[src/rtl/sec_bank_pkg.sv]
package sec_bank_pkg;
   typedef enum logic [2:0] {
      REG_NONE  = 3'd0,
      REG_ABT   = 3'd1,
      REG_DBG   = 3'd2,
      REG_NSACC = 3'd3,
      REG_TTB   = 3'd4
   } reg_id_e;

   typedef enum logic [1:0] {
      ROUTE_LOCAL    = 2'd0,
      ROUTE_TRAP_ALL = 2'd1,
      ROUTE_TRAP_IMP = 2'd2
   } abort_route_e;

   function automatic logic [1:0] route_of(input logic aw, input logic ea);
      if (!ea)     return ROUTE_LOCAL;
      else if (aw) return ROUTE_TRAP_IMP;
      else         return ROUTE_TRAP_ALL;
   endfunction
endpackage

[src/rtl/sec_bank_decode.sv]
module sec_bank_decode
   import sec_bank_pkg::*;
(
   input  logic       wr,
   input  logic [2:0] op1,
   input  logic [3:0] crn,
   input  logic [3:0] crm,
   input  logic [2:0] op2,
   input  logic       ns,
   input  logic       priv,
   input  logic       lock,
   output reg_id_e    reg_id,
   output logic       grant
);
   always_comb begin
      reg_id = REG_NONE;
      if (op1 == 3'd0 && crn == 4'd1 && crm == 4'd1) begin
         unique case (op2)
            3'd0:    reg_id = REG_ABT;
            3'd1:    reg_id = REG_DBG;
            3'd2:    reg_id = REG_NSACC;
            default: reg_id = REG_NONE;
         endcase
      end else if (op1 == 3'd0 && crn == 4'd2 && crm == 4'd0 && op2 == 3'd0) begin
         reg_id = REG_TTB;
      end
   end

   always_comb begin
      unique case (reg_id)
         REG_ABT, REG_DBG: grant = priv && !ns;
         REG_NSACC:        grant = priv && !(wr && ns);
         REG_TTB:          grant = priv && !(wr && !ns && lock);
         default:          grant = 1'b0;
      endcase
   end
endmodule

[src/rtl/sec_bank_ttb.sv]
module sec_bank_ttb #(
   parameter int DATA_W   = 32,
   parameter int BASE_LSB = 7,
   localparam int BASE_W  = DATA_W - BASE_LSB
) (
   input  logic              clk,
   input  logic              rst_n,
   input  logic              wr_en,
   input  logic [BASE_W-1:0] wr_base,
   input  logic [3:0]        wr_attr,
   output logic [BASE_W-1:0] base,
   output logic [3:0]        attr,
   output logic [DATA_W-1:0] view
);
   always_ff @(posedge clk or negedge rst_n) begin
      if (!rst_n) begin
         base <= '0;
         attr <= '0;
      end else if (wr_en) begin
         base <= wr_base;
         attr <= wr_attr;
      end
   end

   // attr = {region[1:0], shared, inner}; ECC flag position forced to zero
   always_comb begin
      view                       = '0;
      view[DATA_W-1:BASE_LSB]    = base;
      view[4:3]                  = attr[3:2];
      view[1:0]                  = attr[1:0];
   end
endmodule

[src/rtl/sec_ctrl_bank.sv]
module sec_ctrl_bank
   import sec_bank_pkg::*;
#(
   parameter int DATA_W   = 32,
   parameter int CP_NUM   = 14,
   parameter int BASE_LSB = 7,
   localparam int BASE_W  = DATA_W - BASE_LSB,
   localparam int WORLDS  = 2
) (
   input  logic              clk,
   input  logic              rst_n,
   input  logic              req_valid,
   input  logic              req_write,
   input  logic [2:0]        sel_op1,
   input  logic [3:0]        sel_crn,
   input  logic [3:0]        sel_crm,
   input  logic [2:0]        sel_op2,
   input  logic [DATA_W-1:0] wr_data,
   input  logic              cur_ns,
   input  logic              cur_priv,
   input  logic              s_wr_lock,
   output logic [DATA_W-1:0] rd_data,
   output logic              undef_pulse,
   output logic [1:0]        abort_route,
   output logic              sec_user_noninv_dbg,
   output logic              sec_user_inv_dbg,
   output logic [CP_NUM-1:0] ns_cp_en,
   output logic              ns_dma_en,
   output logic              ns_tlb_lock_en,
   output logic              ns_cache_lock_en,
   output logic [BASE_W-1:0] s_tt_base,
   output logic [3:0]        s_walk_attr,
   output logic [BASE_W-1:0] ns_tt_base,
   output logic [3:0]        ns_walk_attr
);
   localparam int NS_CACHE_BIT = 16;
   localparam int NS_TLB_BIT   = 17;
   localparam int NS_DMA_BIT   = 18;

   if (DATA_W != 32) begin : g_bad_width
      $error("sec_ctrl_bank: DATA_W must be 32");
   end
   if (CP_NUM < 1 || CP_NUM > 14) begin : g_bad_cp
      $error("sec_ctrl_bank: CP_NUM must be 1..14");
   end
   if (BASE_LSB < 7 || BASE_LSB > 14) begin : g_bad_lsb
      $error("sec_ctrl_bank: BASE_LSB must be 7..14");
   end

   reg_id_e rid;
   logic    grant;

   sec_bank_decode u_dec (
      .wr     (req_write),
      .op1    (sel_op1),
      .crn    (sel_crn),
      .crm    (sel_crm),
      .op2    (sel_op2),
      .ns     (cur_ns),
      .priv   (cur_priv),
      .lock   (s_wr_lock),
      .reg_id (rid),
      .grant  (grant)
   );

   logic acc_ok, wr_ok;
   assign acc_ok = req_valid && grant;
   assign wr_ok  = acc_ok && req_write;

   // abort routing and debug bits
   logic aw_q, ea_q, dni_q, di_q;
   always_ff @(posedge clk or negedge rst_n) begin
      if (!rst_n) begin
         aw_q <= 1'b0; ea_q <= 1'b0; dni_q <= 1'b0; di_q <= 1'b0;
      end else begin
         if (wr_ok && rid == REG_ABT) begin
            ea_q <= wr_data[0];
            aw_q <= wr_data[1];
         end
         if (wr_ok && rid == REG_DBG) begin
            di_q  <= wr_data[0];
            dni_q <= wr_data[1];
         end
      end
   end

   // non-secure access grants
   logic [CP_NUM-1:0] cp_q;
   logic              dma_q, tlb_q, cache_q;
   always_ff @(posedge clk or negedge rst_n) begin
      if (!rst_n) begin
         cp_q <= '0; dma_q <= 1'b0; tlb_q <= 1'b0; cache_q <= 1'b0;
      end else if (wr_ok && rid == REG_NSACC) begin
         cp_q    <= wr_data[CP_NUM-1:0];
         dma_q   <= wr_data[NS_DMA_BIT];
         tlb_q   <= wr_data[NS_TLB_BIT];
         cache_q <= wr_data[NS_CACHE_BIT];
      end
   end

   // world-banked translation table base, index 0 secure, 1 non-secure
   logic [BASE_W-1:0] tb_base [WORLDS];
   logic [3:0]        tb_attr [WORLDS];
   logic [DATA_W-1:0] tb_view [WORLDS];

   for (genvar w = 0; w < WORLDS; w++) begin : g_world
      sec_bank_ttb #(.DATA_W(DATA_W), .BASE_LSB(BASE_LSB)) u_ttb (
         .clk     (clk),
         .rst_n   (rst_n),
         .wr_en   (wr_ok && rid == REG_TTB && (cur_ns == (w == 1))),
         .wr_base (wr_data[DATA_W-1:BASE_LSB]),
         .wr_attr ({wr_data[4:3], wr_data[1:0]}),
         .base    (tb_base[w]),
         .attr    (tb_attr[w]),
         .view    (tb_view[w])
      );
   end

   // read mux
   logic [DATA_W-1:0] rd_mux;
   always_comb begin
      rd_mux = '0;
      unique case (rid)
         REG_ABT:   rd_mux[1:0] = {aw_q, ea_q};
         REG_DBG:   rd_mux[1:0] = {dni_q, di_q};
         REG_NSACC: begin
            rd_mux[CP_NUM-1:0]  = cp_q;
            rd_mux[NS_DMA_BIT]  = dma_q;
            rd_mux[NS_TLB_BIT]  = tlb_q;
            rd_mux[NS_CACHE_BIT] = cache_q;
         end
         REG_TTB:   rd_mux = tb_view[cur_ns ? 1 : 0];
         default:   rd_mux = '0;
      endcase
   end

   always_ff @(posedge clk or negedge rst_n) begin
      if (!rst_n) begin
         rd_data     <= '0;
         undef_pulse <= 1'b0;
      end else begin
         undef_pulse <= req_valid && !grant;
         rd_data     <= (acc_ok && !req_write) ? rd_mux : '0;
      end
   end

   logic wr_data_unused;
   assign wr_data_unused = ^{wr_data[15:CP_NUM], wr_data[6:5], wr_data[2],
                             wr_data[DATA_W-1:NS_DMA_BIT+1]};

   assign abort_route         = route_of(aw_q, ea_q);
   assign sec_user_noninv_dbg = dni_q;
   assign sec_user_inv_dbg    = di_q;
   assign ns_cp_en            = cp_q;
   assign ns_dma_en           = dma_q;
   assign ns_tlb_lock_en      = tlb_q;
   assign ns_cache_lock_en    = cache_q;
   assign s_tt_base           = tb_base[0];
   assign s_walk_attr         = tb_attr[0];
   assign ns_tt_base          = tb_base[1];
   assign ns_walk_attr        = tb_attr[1];
endmodule

[config.mk]
export PLATFORM = sky130hd
export DESIGN_NAME = sec_ctrl_bank
export DESIGN_NICKNAME = d
export VERILOG_FILES = /design/src/rtl/sec_bank_pkg.sv /design/src/rtl/sec_bank_decode.sv /design/src/rtl/sec_bank_ttb.sv /design/src/rtl/sec_ctrl_bank.sv
export SDC_FILE = /design/constraint.sdc
export NUM_CORES = 1
export LEC_CHECK = 0
export ABC_AREA = 0
export CORE_MARGIN = 2
export CORE_UTILIZATION = 57
export DETAILED_ROUTE_END_ITERATION = 10
export DONT_BUFFER_PORTS = 1
export PLACE_DENSITY = 0.78
export SETUP_SLACK_MARGIN = 0.4
export SYNTH_ARGS = -nofsm -noshare
export SYNTH_HDL_FRONTEND = slang
export SYNTH_HIERARCHICAL = 1
export SYNTH_SLANG_ARGS = --single-unit
[constraint.sdc]
create_clock -name clk -period 0.95 [get_ports clk]
set_input_delay 0.19 -clock clk [delete_from_list [all_inputs] [get_ports clk]]
set_output_delay 0.19 -clock clk [all_outputs]
set_load 0.1 [all_outputs]
==> results_dict.tcl, run 1 <==
set metrics [dict create \
    status "did not finish" \
    grt_start_max_net_pins 113 \
    clkSinkCount 112 \
    htree_levels 3 \
    yosys_warnings 6 \
    dp.final_hpwl_mm 7.67 \
    fp.dieH_um 99.4 \
    error "[ERROR DPL-0033] detailed placement checks failed during check placement." \
    synthTopCellsByArea "sky130_fd_sc_hd__dfrtp_1, sky130_fd_sc_hd__mux2_2, sky130_fd_sc_hd__buf_4" \
    number_of_antenna_violations_at_the_first_check_in_global_routing 0 \
    synth.most_common_cell "sky130_fd_sc_hd__dfrtp_1" \
    cts.root.buffer_cell "sky130_fd_sc_hd__clkbuf_8" \
    post_synth_instance_area_um2 5190 \
    routabilityCongestion 0.854 \
    synth_common_cells "sky130_fd_sc_hd__dfrtp_1, sky130_fd_sc_hd__buf_4, sky130_fd_sc_hd__mux2_2" \
    die_x_um 99.4 \
    timing.repair.worst_endpoint_type "register data pin" \
    ys_seq_elements 112 \
    synth_top_area_cell "sky130_fd_sc_hd__dfrtp_1" \
    place.port_buffers 0 \
    yosysSeqAreaShare_pct 54.0 \
    pre_cts_ws_ps -1450 \
    grt_repair_worst_endpoint "ns_cp_en[3]$_DFFE_PN0P_/D" \
    last-stage-reached "global routing" \
    syn-instance-count 380 \
    yosys.cell_types.count 39 \
    ys_async_sr_fraction_pct 100 \
    initial_standard_cell_utilization_of_the_core_pct 59.3 \
    synthDominantCellAreaShare_pct 54.0 \
    postSynthAreaPerCell_um2 13.7 \
    numCtsBuffers 9 \
    rows 34 \
    yosys_most_used_dff "sky130_fd_sc_hd__dfrtp_1" \
    io-pin-count 165 \
    synth_edf_count 0 \
    clockBufferDepth 2 \
]
==> kinds of logic after synthesis <==
logic type,after synthesis,share of synthesized area (%)
compound gates,26,4.14
xor+xnor,1,0.169
buf+inv,82,11.8
flops,112,54.0
mux,111,24.7
other cells,2,0.145
simple gates,46,5.01
==> metrics by stage <==
stage,hold slack (ps),setup TNS [ps],instance area (um2),std cells
after floorplan,-106,-139760,5760,384
after CTS,-495,-137680,8160,612
after global placement,-103,-147490,6100,511
after detailed placement,-103,-153690,6100,511
==> timing repair <==
item,CTS
resized for setup,290
buffers inserted,79
pin swaps,24
hold endpoints to repair,194
setup endpoints to repair,224
gates cloned,6
==> run 2, diff against run 1 <==
Settings changed: CORE_UTILIZATION 57 to 40, PLACE_DENSITY 0.78 to not set, PLACE_DENSITY_LB_ADDON set to 0.15, SETUP_SLACK_MARGIN 0.4 to not set.
Clock period 0.95 ns to 1.2 ns, I/O delays scaled along.
==> run 2 against run 1 <==
  * The flow now finishes, with violations (hold timing, setup timing)
  * Synthesized cell count is the same
  * Synthesized area is the same
==> results_dict.tcl, run 2 <==
set metrics [dict create \
    clkSinkCount 112 \
    wire_length_of_the_first_global_routing_pass_mm 21.6 \
    finalClockSkew_ps 9.36 \
    final-max-slew-violation-count 0 \
    die_x_um 118 \
    mostFrequentLayoutCells "sky130_fd_sc_hd__buf_12, sky130_fd_sc_hd__dfrtp_1, sky130_fd_sc_hd__buf_4, sky130_fd_sc_hd__mux2_4, sky130_fd_sc_hd__mux2i_1" \
    maxClockFrequency_ghz 0.486 \
    commonest_non_fill_non_tap_cell_in_the_layout "sky130_fd_sc_hd__buf_12" \
    yosys_warnings 6 \
    pre_cts_ws_ps -1220 \
    min-delay-path-class "in2async" \
    yosys.cell_types.count 39 \
    critical_path_arrival_ps 2280 \
    final_layout_size_suffix_gt1_share_pct 67.2 \
    final_nets 591 \
    met1_length_mm 6.21 \
    detail_route.iter0.violations 183 \
    routed_wl_mm 14.6 \
    wirelength_per_cell_um 20.4 \
    post_synth_instance_area_um2 5190 \
    synthDominantCellAreaShare_pct 54.0 \
    total_power_uw 6830 \
    crit_fanout 15 \
    worst-setup-path-type "in2reg" \
    violations "hold timing, setup timing" \
    rows 41 \
    drv.max_cap_violation_count 0 \
    grt_overflow 0 \
    critPathCaptureType "flip-flop" \
    grt_start_max_net_pins 113 \
    critical_path_startpoint_category "input pin" \
    numCtsBuffers 9 \
    synth_edf_count 0 \
    final_min_period_over_clock_period_pct 171 \
    grt_pass1_vias 3777 \
    syn-instance-count 380 \
    num_vias 3501 \
    routabilityCongestion 0.793 \
    layout_setup_ws_ps -856 \
    htree_levels 3 \
    routed-wl-met2_mm 7.33 \
    largest_register_by_flop_count "g_world.u_ttb/base" \
    antenna_violating_nets_post_route 0 \
    place.port_buffers 0 \
    vdd.ir_drop.worst_mv 0.575 \
    io-pin-count 165 \
    synthTopCellsByArea "sky130_fd_sc_hd__dfrtp_1, sky130_fd_sc_hd__mux2_2, sky130_fd_sc_hd__buf_4" \
    clock_latency_ps 340 \
    yosysSeqAreaShare_pct 54.0 \
    power_leakage_uw 0.00410 \
    ys_async_sr_fraction_pct 100 \
    synth.most_common_cell "sky130_fd_sc_hd__dfrtp_1" \
    hold_violations 112 \
    clockBufferDepth 2 \
    antenna-diode-count 0 \
    route.detailed.drc 0 \
    ys_seq_elements 112 \
    fp.dieArea_um2 13900 \
    powerDensity_nw_per_um2 768 \
    synthToLayoutAreaGrowth_pct 71.3 \
    post_drt_via_cell_ratio 4.90 \
    fp.dieH_um 118 \
    initial_standard_cell_utilization_of_the_core_pct 41.0 \
    synth_common_cells "sky130_fd_sc_hd__dfrtp_1, sky130_fd_sc_hd__buf_4, sky130_fd_sc_hd__mux2_2" \
    finalHoldWorstSlack_ps -418 \
    cts_tree "built" \
    grt_setup_unrepaired "yes" \
    largest_register_ffs 50 \
    grt_util_all_layers_pct 19.9 \
    cts.root.buffer_cell "sky130_fd_sc_hd__clkbuf_16" \
    met3_wirelength_mm 1.01 \
    synth_top_area_cell "sky130_fd_sc_hd__dfrtp_1" \
    yosys_most_used_dff "sky130_fd_sc_hd__dfrtp_1" \
    cp.required_ps 1430 \
    number_of_antenna_violations_at_the_first_check_in_global_routing 0 \
    dr.pass1.iters 4 \
    core_area_um2 12700 \
    dp.final_hpwl_mm 7.83 \
    maxUsedRoutingLayer "met4" \
    postSynthAreaPerCell_um2 13.7 \
    setup-violations-final 123 \
    timing.final.crit_period_ps 2060 \
    clk_transition_reported_paths_ps 80 \
    status "finished with violations" \
]
==> run 2: cell counts after synthesis <==
Identical to the previous run, type by type.
==> run 2: routing by layer <==
metal	GRT usage, %	vias to the layer above
met2	34.0	102
met1	23.9	1808
met3	7.90	2
met4	3.46	0
met5	0	-
li1	-	1589
==> run 2: power breakdown <==
group          internal [uW]  switching [uW]
sequential              3770            1.42
combinational           51.7            31.9
clock                   1520            1450
==> run 2: logic make-up after synthesis <==
kind of cell              Yosys count  share of synthesized area (%)
DFF                               112                           54.0
muxes                             111                           24.7
buffers and inverters              82                           11.8
and+or+nand+nor                    46                           5.01
AOI/OAI and AO/OA                  26                           4.14
other                               2                          0.145
xor gates and xnor gates            1                          0.169
==> run 2: worst paths after layout <==
path | slack, ps | start | depth (start not counted) | to
max | -860 | sel_op2[1] | 7 | ns_cp_en[12]
min | -420 | rst_n | 0 | ns_cp_en[5]
max reg2reg | 50 | g_world[0].u_ttb/base[6] | 4 | rd_data[13]
min reg2reg | 570 | ns_cp_en[11] | 1 | rd_data[11]
max in group asynchronous | 1390 | rst_n | 0 | g_world[1].u_ttb/base[17]
min in group clk | 40 | wr_data[16] | 1 | g_world[1].u_ttb/base[9]
==> run 2: through the flow <==
step | utilization, % | TNS [ps] | instances | area [um2]
floorplan | - | -117160 | 384 | 5340
global placement | 58.2 | -127280 | 605 | 7370
detailed placement | 58.2 | -129790 | 605 | 7370
CTS | 66.4 | -86040 | 695 | 8420
global route | 70.2 | -94230 | 715 | 8890
finish | 70.2 | -88870 | 715 | 8890
==> run 2: cell type report <==
| type | instances | area (um2) |
|---|---|---|
| fill | 861 | 3780 |
| timing repair buffer | 220 | 3270 |
| sequential | 112 | 2810 |
| multi-input combinational | 193 | 2300 |
| clock buffer | 10 | 239 |
| tap | 172 | 215 |
| clock inverter | 6 | 56.3 |
| inverter | 2 | 7.51 |
==> run 2: critical path, stage by stage <==
cell and delay, ps:
sky130_fd_sc_hd__or4b_4 540, sky130_fd_sc_hd__a311o_1 320, sky130_fd_sc_hd__a21oi_4 200, sky130_fd_sc_hd__nand4_1 230, sky130_fd_sc_hd__nor2_4 210, sky130_fd_sc_hd__buf_12 190
sky130_fd_sc_hd__mux2_4 320
==> run 2: timing repair <==
action                                  in CTS  in global routing
endpoints found under the hold margin      112                112
pin swaps                                   23                  4
gates cloned                                 5                  5
gates resized for setup                     40                 63
buffers inserted                            69                 15
endpoints found under the setup margin     183                194
(Power assumes the default switching activity.)
==> run 3, diff against run 2 <==
Clock period 1.2 ns to 1.8 ns, I/O delays scaled along.
==> run 3 against run 2 <==
  * The run still ends with hold timing, setup timing left
  * Sequential share of layout area is 14 points higher
  * Clock skew decreased by 3.5 ps
  * Register-to-register slack improved by 340 ps
  * Utilization shrank 22 points
  * Critical endpoint is now rd_data[12]
  * Largest power group unchanged
==> results_dict.tcl, run 3 (synthesis gave the netlist of run 2 again) <==
set metrics [dict create \
    worst-path-buf-inv 5 \
    critPathCaptureType "flip-flop" \
    final_layout_size_suffix_gt1_share_pct 52.4 \
    grt_overflow 0 \
    worst_slew_margin_rel_pct 34.4 \
    worstSetupPathDepth 11 \
    reg2reg_slack_ps 390 \
    die_x_um 118 \
    layout_setup_ws_ps -365 \
    violations "hold timing, setup timing" \
    largest_register_by_flop_count "g_world.u_ttb/base" \
    clockBufferDepth 2 \
    r2r_start "g_world[0].u_ttb/base[11]" \
    grt_pass1_vias 3060 \
    timing.rr.end "rd_data[18]" \
    timing_worst_slew_pin_value_ps 983 \
    final-max-slew-violation-count 0 \
    worst-setup-path-type "in2reg" \
    worstPathCellList "or4b_4 -> a311o_1 -> a21oi_4 -> buf_4 -> buf_6 -> nand2_4 -> buf_6 -> nor3b_4 -> buf_6 -> clkbuf_16 -> o2bb2ai_1" \
    initial_standard_cell_utilization_of_the_core_pct 41.0 \
    path_delay_family "simple AND/OR/NAND/NOR gates" \
    critical_path_arrival_ps 2440 \
    gr-usage-met2_pct 26.3 \
    route.detailed.drc 0 \
    place.port_buffers 0 \
    cts_tree "built" \
    clkSinkCount 112 \
    vdd.ir_drop.worst_mv 0.394 \
    antenna-diode-count 0 \
    clock_latency_ps 350 \
    share_seq_of_total_power_pct 56.5 \
    commonest_non_fill_non_tap_cell_in_the_layout "sky130_fd_sc_hd__dfrtp_1" \
    comb_power_share_pct 1.2 \
    crit_fanout 7 \
    cp.required_ps 2070 \
    worst_path_max_delay_cell "sky130_fd_sc_hd__or4b_4" \
    routed_wl_mm 11.3 \
    fp.dieH_um 118 \
    busiest_layer_in_global_routing "met2" \
    setup-violations-final 111 \
    detail_route.iter0.violations 130 \
    power.share.switching_pct 20.0 \
    critical_path_startpoint_category "input pin" \
    critPathLaunch "sel_op2[1]" \
    antenna_violating_nets_post_route 0 \
    grt_setup_unrepaired "yes" \
    dr.pass1.iters 4 \
    drv.max_cap_violation_count 0 \
    grt_util_all_layers_pct 16.3 \
    finalClockSkew_ps 5.88 \
    finalHoldWorstSlack_ps -295 \
    wirelength_per_cell_um 19.5 \
    power.clock.fraction_pct 42.3 \
    crit_top_cell "sky130_fd_sc_hd__buf_6" \
    mostFrequentLayoutCells "sky130_fd_sc_hd__dfrtp_1, sky130_fd_sc_hd__buf_4, sky130_fd_sc_hd__mux2_2, sky130_fd_sc_hd__mux2i_1, sky130_fd_sc_hd__mux2_4" \
    cts.root.buffer_cell "sky130_fd_sc_hd__clkbuf_16" \
    power_leakage_uw 0.00299 \
    post_drt_via_cell_ratio 5.02 \
    hold_violations 112 \
    routabilityCongestion 0.700 \
    crit_path_max_incr_delay_ps 540 \
    powerDensity_nw_per_um2 730 \
    io-pin-count 165 \
    numCtsBuffers 9 \
    use_met3_pct 6.25 \
    r2r.worst_path.cells 2 \
    final_min_period_over_clock_period_pct 120 \
    grt.met1_usage_pct 19.7 \
    maxClockFrequency_ghz 0.462 \
    largest_register_ffs 50 \
    clk_transition_reported_paths_ps 70 \
    dp.final_hpwl_mm 7.07 \
    p_int_uw 3560 \
    min-delay-path-class "in2async" \
    wire_length_of_the_first_global_routing_pass_mm 17.4 \
    synthToLayoutAreaGrowth_pct 17.4 \
    num_vias 2919 \
    rows 41 \
    htree_levels 3 \
    grt_start_max_net_pins 113 \
    core_area_um2 12700 \
    critical_path.endpoint "rd_data[12]" \
    timing.final.crit_period_ps 2170 \
    fp.dieArea_um2 13900 \
    status "finished with violations" \
    netSwitchingPower_uw 891 \
    number_of_antenna_violations_at_the_first_check_in_global_routing 0 \
    timing.setup.tns_ps -33440 \
    final_nets 459 \
]
==> run 3: cell count changes in the layout (fill, tap and decap cells not counted), moves of 3 or more <==
cell / change
sky130_fd_sc_hd__o2bb2ai_2: -4
sky130_fd_sc_hd__nor2_2: -3
sky130_fd_sc_hd__buf_6: -6
sky130_fd_sc_hd__buf_12: -113
sky130_fd_sc_hd__clkbuf_16: -3
sky130_fd_sc_hd__mux2_4: -45
sky130_fd_sc_hd__dfrtp_2: -5
sky130_fd_sc_hd__buf_4: -8
sky130_fd_sc_hd__o2bb2ai_1: +6
sky130_fd_sc_hd__dfrtp_1: +5
sky130_fd_sc_hd__nor2_1: +4
sky130_fd_sc_hd__mux2_2: +45
==> run 3: routing by layer <==
layer / share of wire [%] / wire length (um)
met1: 42 / 4780
met2: 48 / 5430
met3: 8.5 / 966
met4: 1.5 / 165
met5: 0 / 0
==> run 3: repair_timing <==
action,4_1_cts,5_1_grt
setup buffers,2,3
resized for setup,13,17
endpoints found under the setup margin,111,111
pin swaps,14,4
endpoints found under the hold margin,112,112
gates cloned,2,2
==> run 3: stage by stage <==
step	power, uW	setup WS, ps	cell area, um2	utilization [%]	instances
detailed placement	2610	-735	5610	44.3	558
global placement	2610	-723	5610	44.3	558
finish	4450	-365	6100	48.1	582
CTS	4520	-363	5970	47.1	577
floorplan	2630	-706	5340	-	384
global route	4630	-438	6100	48.1	582
==> run 3: power groups by stage <==
stage	logic, uW	clock network, uW	registers, uW
floorplan	59.8	0	2570
global placement	48.2	0	2570
detailed placement	48.9	0	2570
CTS	50.3	1950	2520
global route	55.0	2060	2510
finish	51.7	1880	2520
==> run 3: final cells by class <==
| type | count | area, um2 |
|---|---|---|
| fill | 1117 | 6580 |
| multi-input combinational | 193 | 2050 |
| timing repair buffer | 88 | 747 |
| clock buffer | 13 | 260 |
| sequential | 112 | 2800 |
| tap | 172 | 215 |
| inverter | 2 | 7.51 |
| clock inverter | 2 | 13.8 |
==> run 3: worst min-delay path by stage <==
stage / start / end / depth (start not counted)
6_report: rst_n / rd_data[5] / 0
3_5_place_dp: rst_n / ns_cp_en[5] / 0
2_1_floorplan: rst_n / aw_q / 0
4_1_cts: rst_n / ns_cp_en[5] / 0
3_3_place_gp: rst_n / ns_cp_en[5] / 0
5_1_grt: rst_n / rd_data[5] / 0
==> run 4, diff against run 3 <==
Settings changed: CELL_PAD_IN_SITES_DETAIL_PLACEMENT set to 2, CELL_PAD_IN_SITES_GLOBAL_PLACEMENT set to 2, CORE_UTILIZATION 40 to 37.
==> run 4 against run 3 <==
  * The flow still finishes with violations (hold timing, setup timing)
  * Clock skew about the same
  * Design area up 11%
  * Count of clock-buffer cells in the layout down 1
  * Utilization up 1.1 points
  * Power up 4.6%
  * Clock power up 11%
  * Global-route usage up 2.2 points
  * Via count up 5.8%
  * Routed wire length up 24%
  * Sequential cell count unchanged
  * Sequential power about the same
  * Maximum frequency down 1.1%
  * Highest routed layer unchanged
==> results_dict.tcl, run 4 (synthesis gave the netlist of run 2 again) <==
set metrics [dict create \
    status "finished with violations" \
    violations "hold timing, setup timing" \
    htree_levels 3 \
    finish.utilization_pct 49.2 \
    layout.filler_cells 1281 \
    grt_util_all_layers_pct 18.5 \
    path_delay_family "simple AND/OR/NAND/NOR gates" \
    final_min_period_over_clock_period_pct 122 \
    clockBufferDepth 2 \
    worst-setup-path-type "in2reg" \
    timing_worst_slew_pin_value_ps 1040 \
    clock_latency_ps 350 \
    finalClockSkew_ps 5.45 \
    fp.dieH_um 122 \
    power_leakage_uw 0.00321 \
    wirelength_per_cell_um 23.3 \
    commonest_non_fill_non_tap_cell_in_the_layout "sky130_fd_sc_hd__dfrtp_1" \
    routed_wl_mm 14.1 \
    mostFrequentLayoutCells "sky130_fd_sc_hd__dfrtp_1, sky130_fd_sc_hd__buf_4, sky130_fd_sc_hd__mux2_4, sky130_fd_sc_hd__mux2i_1, sky130_fd_sc_hd__nor2_4" \
    vdd.ir_drop.worst_mv 0.607 \
    fp.dieArea_um2 15000 \
    critPathCaptureType "flip-flop" \
    critical_path_startpoint_category "input pin" \
    synthToLayoutAreaGrowth_pct 30.4 \
    num_vias 3087 \
    core_area_um2 13800 \
    grt_setup_unrepaired "yes" \
    place.port_buffers 0 \
    final_layout_size_suffix_gt1_share_pct 58.9 \
    wire_length_of_the_first_global_routing_pass_mm 20.7 \
    route.detailed.drc 0 \
    crit_path_max_incr_delay_ps 540 \
    worst_slew_margin_rel_pct 30.9 \
    maxClockFrequency_ghz 0.457 \
    crit_fanout 6 \
    worst_path_max_delay_cell "sky130_fd_sc_hd__or4b_4" \
    clkSinkCount 112 \
    finalHoldWorstSlack_ps -303 \
    antenna_violating_nets_post_route 0 \
    cts_tree "built" \
    die_x_um 122 \
    r2r_start "g_world[0].u_ttb/base[9]" \
    detail_route.iter0.violations 110 \
    largest_register_ffs 50 \
    min-delay-path-class "in2async" \
    io-pin-count 165 \
    cts.root.buffer_cell "sky130_fd_sc_hd__clkbuf_16" \
    post_drt_via_cell_ratio 5.09 \
    number_of_antenna_violations_at_the_first_check_in_global_routing 0 \
    routabilityCongestion 0.701 \
    final-max-slew-violation-count 0 \
    antenna-diode-count 0 \
    layout_setup_ws_ps -388 \
    grt_overflow 0 \
    critPathLaunch "sel_op2[1]" \
    clk_transition_reported_paths_ps 70 \
    initial_standard_cell_utilization_of_the_core_pct 37.7 \
    cp.required_ps 2080 \
    hold_violations 112 \
    worst-path-buf-inv 2 \
    drv.max_cap_violation_count 0 \
    dp.final_hpwl_mm 8.57 \
    grt_start_max_net_pins 113 \
    setup-violations-final 111 \
    timing.final.crit_period_ps 2190 \
    worstPathCellList "or4b_4 -> a311o_1 -> a21oi_2 -> buf_4 -> nand2_4 -> or3_4 -> clkbuf_16 -> o2bb2ai_2" \
    critical_path_arrival_ps 2470 \
    dr.pass1.iters 4 \
    largest_register_by_flop_count "g_world.u_ttb/base" \
    grt_pass1_vias 3556 \
    final_nets 474 \
    powerDensity_nw_per_um2 687 \
    rows 43 \
    total_power_uw 4650 \
    numCtsBuffers 9 \
]
[run 4: cell count changes in the layout (fill, tap and decap cells not counted), sizes merged]
| cell | change |
|---|---|
| clkbuf | +1 |
| or3 | -3 |
| bufinv | +1 |
| buf | +16 |
| clkinv | +2 |
| inv | -1 |
[run 4: repair_timing]
action | 4_1_cts | 5_1_grt
setup endpoints to repair | 111 | 111
resized for setup | 31 | 80
buffers inserted | 10 | 3
pin swaps | 0 | 20
gates cloned | 4 | 3
endpoints found under the hold margin | 112 | 112
[run 4: worst register-to-register path: cells and delay by family, from the launching register on]
family / cells / cell delay (ps)
multiplexers: 1 / 270
flip-flops: 1 / 960
AO/OA/AOI/OAI: 1 / 200
[run 4: routing by layer]
| metal | global-route usage, % | routed length, um | vias to the layer above | share of wire, % |
|---|---|---|---|---|
| met5 | 0 | 0 | - | 0 |
| met4 | 6.75 | 223 | 0 | 1.6 |
| met3 | 6.60 | 1230 | 15 | 8.7 |
| met2 | 30.9 | 7090 | 109 | 50 |
| met1 | 21.8 | 5580 | 1625 | 39 |
| li1 | - | - | 1338 | - |
[run 4: stage by stage]
step	setup slack, ps	setup TNS [ps]	hold WS [ps]	cells	cell area (um2)
after CTS	-392	-33220	-319	604	6350
after global routing	-411	-41620	-324	606	6770
after floorplan	-706	-63640	64.4	384	5340
after detailed placement	-774	-77900	67.9	574	5730
after global placement	-740	-74710	68.1	574	5730
final	-388	-37780	-303	606	6770
[run 4: power breakdown]
group	leakage [uW]	total, uW	internal, uW	switching (uW)
clock network	0.000153	2090	1160	925
registers	0.00156	2520	2520	0.446
logic	0.00149	52.6	31.1	21.5
[run 4: worst paths after layout]
path	to	slack, ps	cells past startpoint
hold reg to reg	g_world[0].u_ttb/base[10]	510	1
min in group clk	undef_pulse	150	1
max in group asynchronous	rd_data[25]	1920	0
hold / removal	rd_data[7]	-300	0
setup / recovery	rd_data[11]	-390	8
setup reg to reg	rd_data[16]	300	2
[run 4: cell type report]
type	instances	area (um2)	share of cell area, %
clock buffers	12	256	3.79
clock inverters	4	52.6	0.776
inverters	2	7.51	0.111
multi-input cells	190	2400	35.4
flip-flops and latches	112	2800	41.4
well taps	180	225	3.33
repair buffers	106	1030	15.2
